## src/rtl/dmg_pkg.sv

```systemverilog
package dmg_pkg;

  typedef enum logic [1:0] {
    SH_DEST   = 2'd0,
    SH_SELF   = 2'd1,
    SH_ALL    = 2'd2,
    SH_OTHERS = 2'd3
  } shorthand_e;

  localparam int DEST_W    = 8;
  localparam int REG_W     = 32;
  localparam int LID_MSB   = 31;
  localparam int LID_LSB   = 24;
  localparam int MODEL_MSB = 31;
  localparam int MODEL_LSB = 28;
  localparam int MODEL_W   = MODEL_MSB - MODEL_LSB + 1;

  localparam logic [DEST_W-1:0]  DEST_BCAST    = '1;
  localparam logic [MODEL_W-1:0] MODEL_FLAT    = '1;
  localparam logic [MODEL_W-1:0] MODEL_CLUSTER = '0;

endpackage

```

## src/rtl/dmg_agent_match.sv

```systemverilog
module dmg_agent_match
  import dmg_pkg::*;
(
  input  logic [DEST_W-1:0] dest,
  input  logic [DEST_W-1:0] agent_id,
  input  logic [REG_W-1:0]  ldr_reg,
  input  logic [REG_W-1:0]  dfr_reg,
  output logic              phys_hit,
  output logic              log_hit
);

  localparam int HALF_W = DEST_W / 2;

  logic [DEST_W-1:0]  lid;
  logic [MODEL_W-1:0] model;
  logic               flat_hit;
  logic               clus_hit;
  logic               unused_fields;

  assign lid   = ldr_reg[LID_MSB:LID_LSB];
  assign model = dfr_reg[MODEL_MSB:MODEL_LSB];
  assign unused_fields = ^{ldr_reg[LID_LSB-1:0], dfr_reg[MODEL_LSB-1:0]};

  always_comb begin
    phys_hit = (agent_id == dest);
    flat_hit = |(dest & lid);
    clus_hit = (dest[DEST_W-1:HALF_W] == lid[DEST_W-1:HALF_W]) &&
               (|(dest[HALF_W-1:0] & lid[HALF_W-1:0]));
    unique case (model)
      MODEL_FLAT:    log_hit = flat_hit;
      MODEL_CLUSTER: log_hit = clus_hit;
      default:       log_hit = 1'b0;
    endcase
  end

endmodule

```

## src/rtl/dmg_lowest_pick.sv

```systemverilog
module dmg_lowest_pick #(
  parameter int N = 8
) (
  input  logic [N-1:0] vec_in,
  output logic [N-1:0] vec_out
);

  localparam logic [N-1:0] ONE = {{(N-1){1'b0}}, 1'b1};

  always_comb begin
    vec_out = vec_in & (~vec_in + ONE);
  end

endmodule

```

## src/rtl/dmg_mask_reg.sv

```systemverilog
module dmg_mask_reg #(
  parameter int N = 8
) (
  input  logic         clk,
  input  logic         rst_n,
  input  logic         load,
  input  logic [N-1:0] d_mask,
  input  logic [N-1:0] d_low,
  output logic [N-1:0] q_mask,
  output logic [N-1:0] q_low,
  output logic         q_vld
);

  logic [N-1:0] mask_nxt;
  logic [N-1:0] low_nxt;
  logic         vld_nxt;

  always_comb begin
    mask_nxt = q_mask;
    low_nxt  = q_low;
    vld_nxt  = load;
    if (load) begin
      mask_nxt = d_mask;
      low_nxt  = d_low;
    end
  end

  always_ff @(posedge clk or negedge rst_n) begin
    if (!rst_n) begin
      q_mask <= '0;
      q_low  <= '0;
      q_vld  <= 1'b0;
    end else begin
      q_mask <= mask_nxt;
      q_low  <= low_nxt;
      q_vld  <= vld_nxt;
    end
  end

endmodule

```

## src/rtl/irq_dest_mask.sv

```systemverilog
module irq_dest_mask
  import dmg_pkg::*;
#(
  parameter int N_AGENTS = 8,
  parameter int IDX_W    = (N_AGENTS > 1) ? $clog2(N_AGENTS) : 1
) (
  input  logic                        clk,
  input  logic                        rst_n,
  input  logic                        req_valid,
  input  logic [DEST_W-1:0]           req_dest,
  input  logic                        req_logical,
  input  logic [1:0]                  req_shorthand,
  input  logic [IDX_W-1:0]            req_sender,
  input  logic [N_AGENTS*DEST_W-1:0]  agent_id_flat,
  input  logic [N_AGENTS*REG_W-1:0]   agent_ldr_flat,
  input  logic [N_AGENTS*REG_W-1:0]   agent_dfr_flat,
  output logic                        tgt_valid,
  output logic [N_AGENTS-1:0]         tgt_mask,
  output logic [N_AGENTS-1:0]         tgt_lowest
);

  localparam logic [N_AGENTS-1:0] ALL_ONES = '1;

  logic [N_AGENTS-1:0] phys_hit;
  logic [N_AGENTS-1:0] log_hit;
  logic [N_AGENTS-1:0] phys_first;
  logic [N_AGENTS-1:0] sender_oh;
  logic [N_AGENTS-1:0] dest_mask;
  logic [N_AGENTS-1:0] mask_nxt;
  logic [N_AGENTS-1:0] low_nxt;
  shorthand_e          sh;

  // Per-agent address comparison
  for (genvar g = 0; g < N_AGENTS; g++) begin : g_agent
    dmg_agent_match u_match (
      .dest     (req_dest),
      .agent_id (agent_id_flat[g*DEST_W +: DEST_W]),
      .ldr_reg  (agent_ldr_flat[g*REG_W +: REG_W]),
      .dfr_reg  (agent_dfr_flat[g*REG_W +: REG_W]),
      .phys_hit (phys_hit[g]),
      .log_hit  (log_hit[g])
    );
    assign sender_oh[g] = (req_sender == IDX_W'(g));
  end

  // Duplicate physical IDs resolve to the lowest index
  dmg_lowest_pick #(.N(N_AGENTS)) u_phys_pick (
    .vec_in  (phys_hit),
    .vec_out (phys_first)
  );

  always_comb begin
    sh = shorthand_e'(req_shorthand);
    if (req_logical) begin
      dest_mask = log_hit;
    end else if (req_dest == DEST_BCAST) begin
      dest_mask = ALL_ONES;
    end else begin
      dest_mask = phys_first;
    end
    unique case (sh)
      SH_SELF:   mask_nxt = sender_oh;
      SH_ALL:    mask_nxt = ALL_ONES;
      SH_OTHERS: mask_nxt = ~sender_oh;
      default:   mask_nxt = dest_mask;
    endcase
  end

  // Single target for lowest-priority delivery
  dmg_lowest_pick #(.N(N_AGENTS)) u_lp_pick (
    .vec_in  (mask_nxt),
    .vec_out (low_nxt)
  );

  dmg_mask_reg #(.N(N_AGENTS)) u_reg (
    .clk    (clk),
    .rst_n  (rst_n),
    .load   (req_valid),
    .d_mask (mask_nxt),
    .d_low  (low_nxt),
    .q_mask (tgt_mask),
    .q_low  (tgt_lowest),
    .q_vld  (tgt_valid)
  );

  // result strobe follows request strobe by one cycle
  p_vld_r2: assert property (@(posedge clk) disable iff (!rst_n)
    req_valid |=> tgt_valid);
  p_novld_r2: assert property (@(posedge clk) disable iff (!rst_n)
    !req_valid |=> !tgt_valid);
  p_hold_r2: assert property (@(posedge clk) disable iff (!rst_n)
    !req_valid |=> ($stable(tgt_mask) && $stable(tgt_lowest)));

  // shorthand overrides
  p_self_r3: assert property (@(posedge clk) disable iff (!rst_n)
    (req_valid && req_shorthand == 2'd1) |=>
      (tgt_mask == (N_AGENTS'(1) << $past(req_sender))));
  p_all_r4: assert property (@(posedge clk) disable iff (!rst_n)
    (req_valid && req_shorthand == 2'd2) |=> (tgt_mask == ALL_ONES));
  p_excl_r5: assert property (@(posedge clk) disable iff (!rst_n)
    (req_valid && req_shorthand == 2'd3) |=>
      (!tgt_mask[$past(req_sender)] && $countones(tgt_mask) == N_AGENTS - 1));

  // physical addressing
  p_bcast_r6: assert property (@(posedge clk) disable iff (!rst_n)
    (req_valid && req_shorthand == 2'd0 && !req_logical && req_dest == DEST_BCAST)
      |=> (tgt_mask == ALL_ONES));
  p_phys_single_r7: assert property (@(posedge clk) disable iff (!rst_n)
    (req_valid && req_shorthand == 2'd0 && !req_logical && req_dest != DEST_BCAST)
      |=> ($countones(tgt_mask) <= 1));

  // single target is one bit of the mask
  p_low_onehot_r11: assert property (@(posedge clk) disable iff (!rst_n)
    $onehot0(tgt_lowest));
  p_low_subset_r11: assert property (@(posedge clk) disable iff (!rst_n)
    ((tgt_lowest & ~tgt_mask) == '0));
  p_low_nonempty_r11: assert property (@(posedge clk) disable iff (!rst_n)
    (tgt_mask != '0) |-> (tgt_lowest != '0));

endmodule

```

## config.mk

```make
export PLATFORM = sky130hd
export DESIGN_NAME = irq_dest_mask
export DESIGN_NICKNAME = d
export VERILOG_FILES = /design/src/rtl/dmg_pkg.sv /design/src/rtl/dmg_agent_match.sv /design/src/rtl/dmg_lowest_pick.sv /design/src/rtl/dmg_mask_reg.sv /design/src/rtl/irq_dest_mask.sv
export SDC_FILE = /design/constraint.sdc
export NUM_CORES = 1
export LEC_CHECK = 0
export BUFFER_PORTS_ARGS = -buffer_cell sky130_fd_sc_hd__clkbuf_2
export CORE_AREA = 2 2 235 237
export CTS_CLUSTER_SIZE = 12
export DETAILED_ROUTE_END_ITERATION = 10
export DIE_AREA = 0 0 237 239
export GPL_TIMING_DRIVEN = 0
export HOLD_SLACK_MARGIN = 0.06
export PLACE_DENSITY = 0.3
export SYNTH_ARGS = -nofsm -noshare
export SYNTH_HDL_FRONTEND = slang
export SYNTH_SLANG_ARGS = --single-unit
```

## constraint.sdc

```tcl
create_clock -name clk -period 2.1 [get_ports clk]
set_input_delay 0.105 -clock clk [delete_from_list [all_inputs] [get_ports clk]]
set_output_delay 0.105 -clock clk [all_outputs]
set_load 0.02 [all_outputs]
```

==> flow_summary.ini <==
[logic_synthesis]
netlist_instances = 315
yosys_warnings = 0
synthFlopType = dfrtp_1
yosys_register_bits = 16
syn_area_mm2 = 0.00283
syn_area_per_cell_um2 = 8.99
async_flop_share_pct = 100
synth.distinct_cells = 58
seq_area_frac_synth_pct = 14.1
synth_edf_count = 0
syn_nets = 940

[die]
dieArea_mm2 = 0.0566
coreArea_mm2 = 0.0543
ios = 610
dieWidth_um = 237
initial_core_util_pct = 5.21
die_y_um = 239
core.rowCount = 86

[clock_tree]
clkSlewWorstSetupHoldPaths_ns = 0.05
cts_tree = done
cts.path.max_buffers = 2
numCtsBuffers = 3
clk_latency_ns = 0.24
cts_max_level = 1
cts-root-buf = clkbuf_16
clock_sinks = 16

[final_layout]
final_core_util_pct = 9.21
final_nets = 1136
n_antenna_cell = 0
syn_to_final_growth_pct = 76.8
fin_area_mm2 = 0.00501
fill_cells = 6331
drive_gt1_share_pct = 49.2
final-instance-count-excl-fill = 1214

[worst_hold_path]
min_path_type = primary input to register
min_path_cells = 1

[route]
route.detailed.drc = 0
via_per_inst = 2.67
firstDrtPassIters = 4
routed_wirelength_um = 19000
ant_nets = 0
wl_per_cell_um = 15.6
vias = 3240
drt_iter0_drc = 115

[global_routing]
grt_max_degree = 17
busiest_layer = met2
grt_pass1_wl_um = 25800
gr-usage-met1_pct = 8.85
antenna_found_initial = 2
gr-total-overflow = 0
grt_usage_pct = 6.44
met2_usage_pct = 10.5
grt_util_met3_pct = 1.72
grt_pass1_vias = 3528

[place]
port_buffers = 187
dpl_worst_slack_ns = -0.881
place_area_mm2 = 0.00465
place_congestion = 0.753
dp_hpwl_um = 16600
dp.cells = 1206

[timing]
worst-slew-pin-transition_ns = 0.636
fin_ws_ns = 0.0859
fmax_mhz = 497
fin_skew_ns = 0
tns_ns = 0
slew_violations = 0
slew_headroom_pct = 57.3
setup_viol = 0
period_needed_ns = 2.01
fin_crit_sh_pct = 95.9
hold_slack_ns = 0.0627
rsz0062_at_grt = no
hold_viol = 0

[worst_setup_path]
setup.worst_path.start_class = primary input
worstPathRequired_ns = 2.21
cp.arrival_ns = 2.12
worst-path-max-fanout = 5
worst-setup-path-type = primary input to register
r2r_cells = 1
cp-end-kind = register

[power_and_ir_drop]
total_power_mw = 1.61
leakagePower_nw = 1.91
powerDensity_mw_per_mm2 = 321
vdd_drop_max_v = 0.000208

[job]
maxCapViolations = 0

[run_status]
status = complete, no violations
[critical path, cell delays in order]
cell and delay, ns:
clkbuf_16 0.15, ha_4 0.24, or4_1 0.52, a211o_1 0.28
o211ai_1 0.18, o211ai_1 0.14, buf_4 0.18, o311a_4 0.13
nand4_4 0.12, o32ai_1 0.08
[metal layers]
metal	share of wire [%]	routed length, µm
met3	8.2	1550
met5	0.042	8
met2	43	8200
met4	0.54	102
met1	48	9100
[path summary, 6_finish.rpt]
path | startpoint | to | slack (ns)
max | req_dest[7] | u_reg.q_low[6] | 0.09
max reg2reg | u_reg.q_mask[1] | u_reg.q_mask[1] | 1.36
min | req_valid | u_reg.q_vld | 0.06
min reg2reg | u_reg.q_mask[1] | u_reg.q_mask[1] | 0.51
min in group asynchronous | rst_n | u_reg.q_vld | 0.33
max in group asynchronous | rst_n | u_reg.q_low[3] | 1.47
[layout make-up]
type | count | area [µm²] | share of cell area, %
Multi-Input combinational cell | 273 | 2360 | 47.1
Timing Repair Buffer | 191 | 1030 | 20.6
Tap cell | 704 | 881 | 17.6
Sequential cell | 16 | 400 | 8.00
Buffer | 19 | 224 | 4.47
Clock buffer | 4 | 88.8 | 1.77
Inverter | 7 | 26.3 | 0.525
[logic make-up after synthesis]
kind of cell,after synthesis,synth area share (%)
simple gates,98,20.5
xor+xnor,72,22.3
compound gates,69,19.3
fa+ha+maj,32,14.1
buf+inv,26,8.84
flops,16,14.1
mux,2,0.751
[flip-flops by register name, indices dropped and copies added, names as in the netlist]
name and count:
u_reg.q_vld 1, u_reg.q_mask 7, u_reg.q_low 8
[what timing repair did]
action / CTS / global route
resized for setup: 32 / 6
hold endpoints to repair: 16 / 0
pin swaps: 2 / 4
cloned: 0 / 1
buffers inserted: 2 / 0
hold buffers: 1 / 0
endpoints found under the setup margin: 13 / 3
[cell usage after synthesis, drive strengths merged (2+ instances only)]
library cell / count / area, µm²
a211o: 2 / 17.5
o31a: 2 / 17.5
o211ai: 2 / 15.0
nor3b: 4 / 30.0
o41ai: 3 / 33.8
clkbuf: 3 / 11.3
nor4: 18 / 125
inv: 7 / 26.3
o21ai: 9 / 45.0
nand4: 24 / 156
xnor2: 63 / 552
or2: 2 / 12.5
a22oi: 10 / 93.8
o32ai: 2 / 17.5
buf: 15 / 180
nor3: 6 / 30.0
o31ai: 3 / 22.5
and4: 2 / 17.5
o22ai: 3 / 18.8
nand2: 9 / 33.8
nor2: 17 / 66.3
a21oi: 14 / 73.8
a31oi: 2 / 12.5
o21a: 2 / 15.0
ha: 32 / 400
or4: 8 / 60.1
a221oi: 3 / 32.5
nand3: 2 / 10.0
a31o: 3 / 26.3
nand2b: 2 / 12.5
a22o: 3 / 28.8
and3: 2 / 12.5
xor2: 9 / 78.8
dfrtp: 16 / 400
[placed cells by master, fill, tap and decap left out, drive strengths merged, types with 2 or more instances in the layout]
master    n
nand2     9
o32ai     2
and3      2
a31oi     2
buf      19
or2       2
nor3      6
o31a      2
nor2     17
nand2b    2
clkbuf  193
ha       32
nand3     2
and4      2
dfrtp    16
inv       7
o21ai     9
nor4     18
o22ai     3
xor2      9
o31ai     3
or4       8
a31o      3
a22o      3
nor3b     4
a21oi    14
xnor2    63
a211o     2
a221oi    3
o211ai    2
o41ai     3
a22oi    10
o21a      2
nand4    24
[power breakdown]
group | internal (mW) | switching (mW) | total, mW | leakage (nW)
registers | 0.335 | 0.0156 | 0.351 | 0.197
logic | 0.394 | 0.454 | 0.848 | 1.66
clock network | 0.289 | 0.118 | 0.407 | 0.0442
No activity file was read; power rests on OpenSTA's default activity.
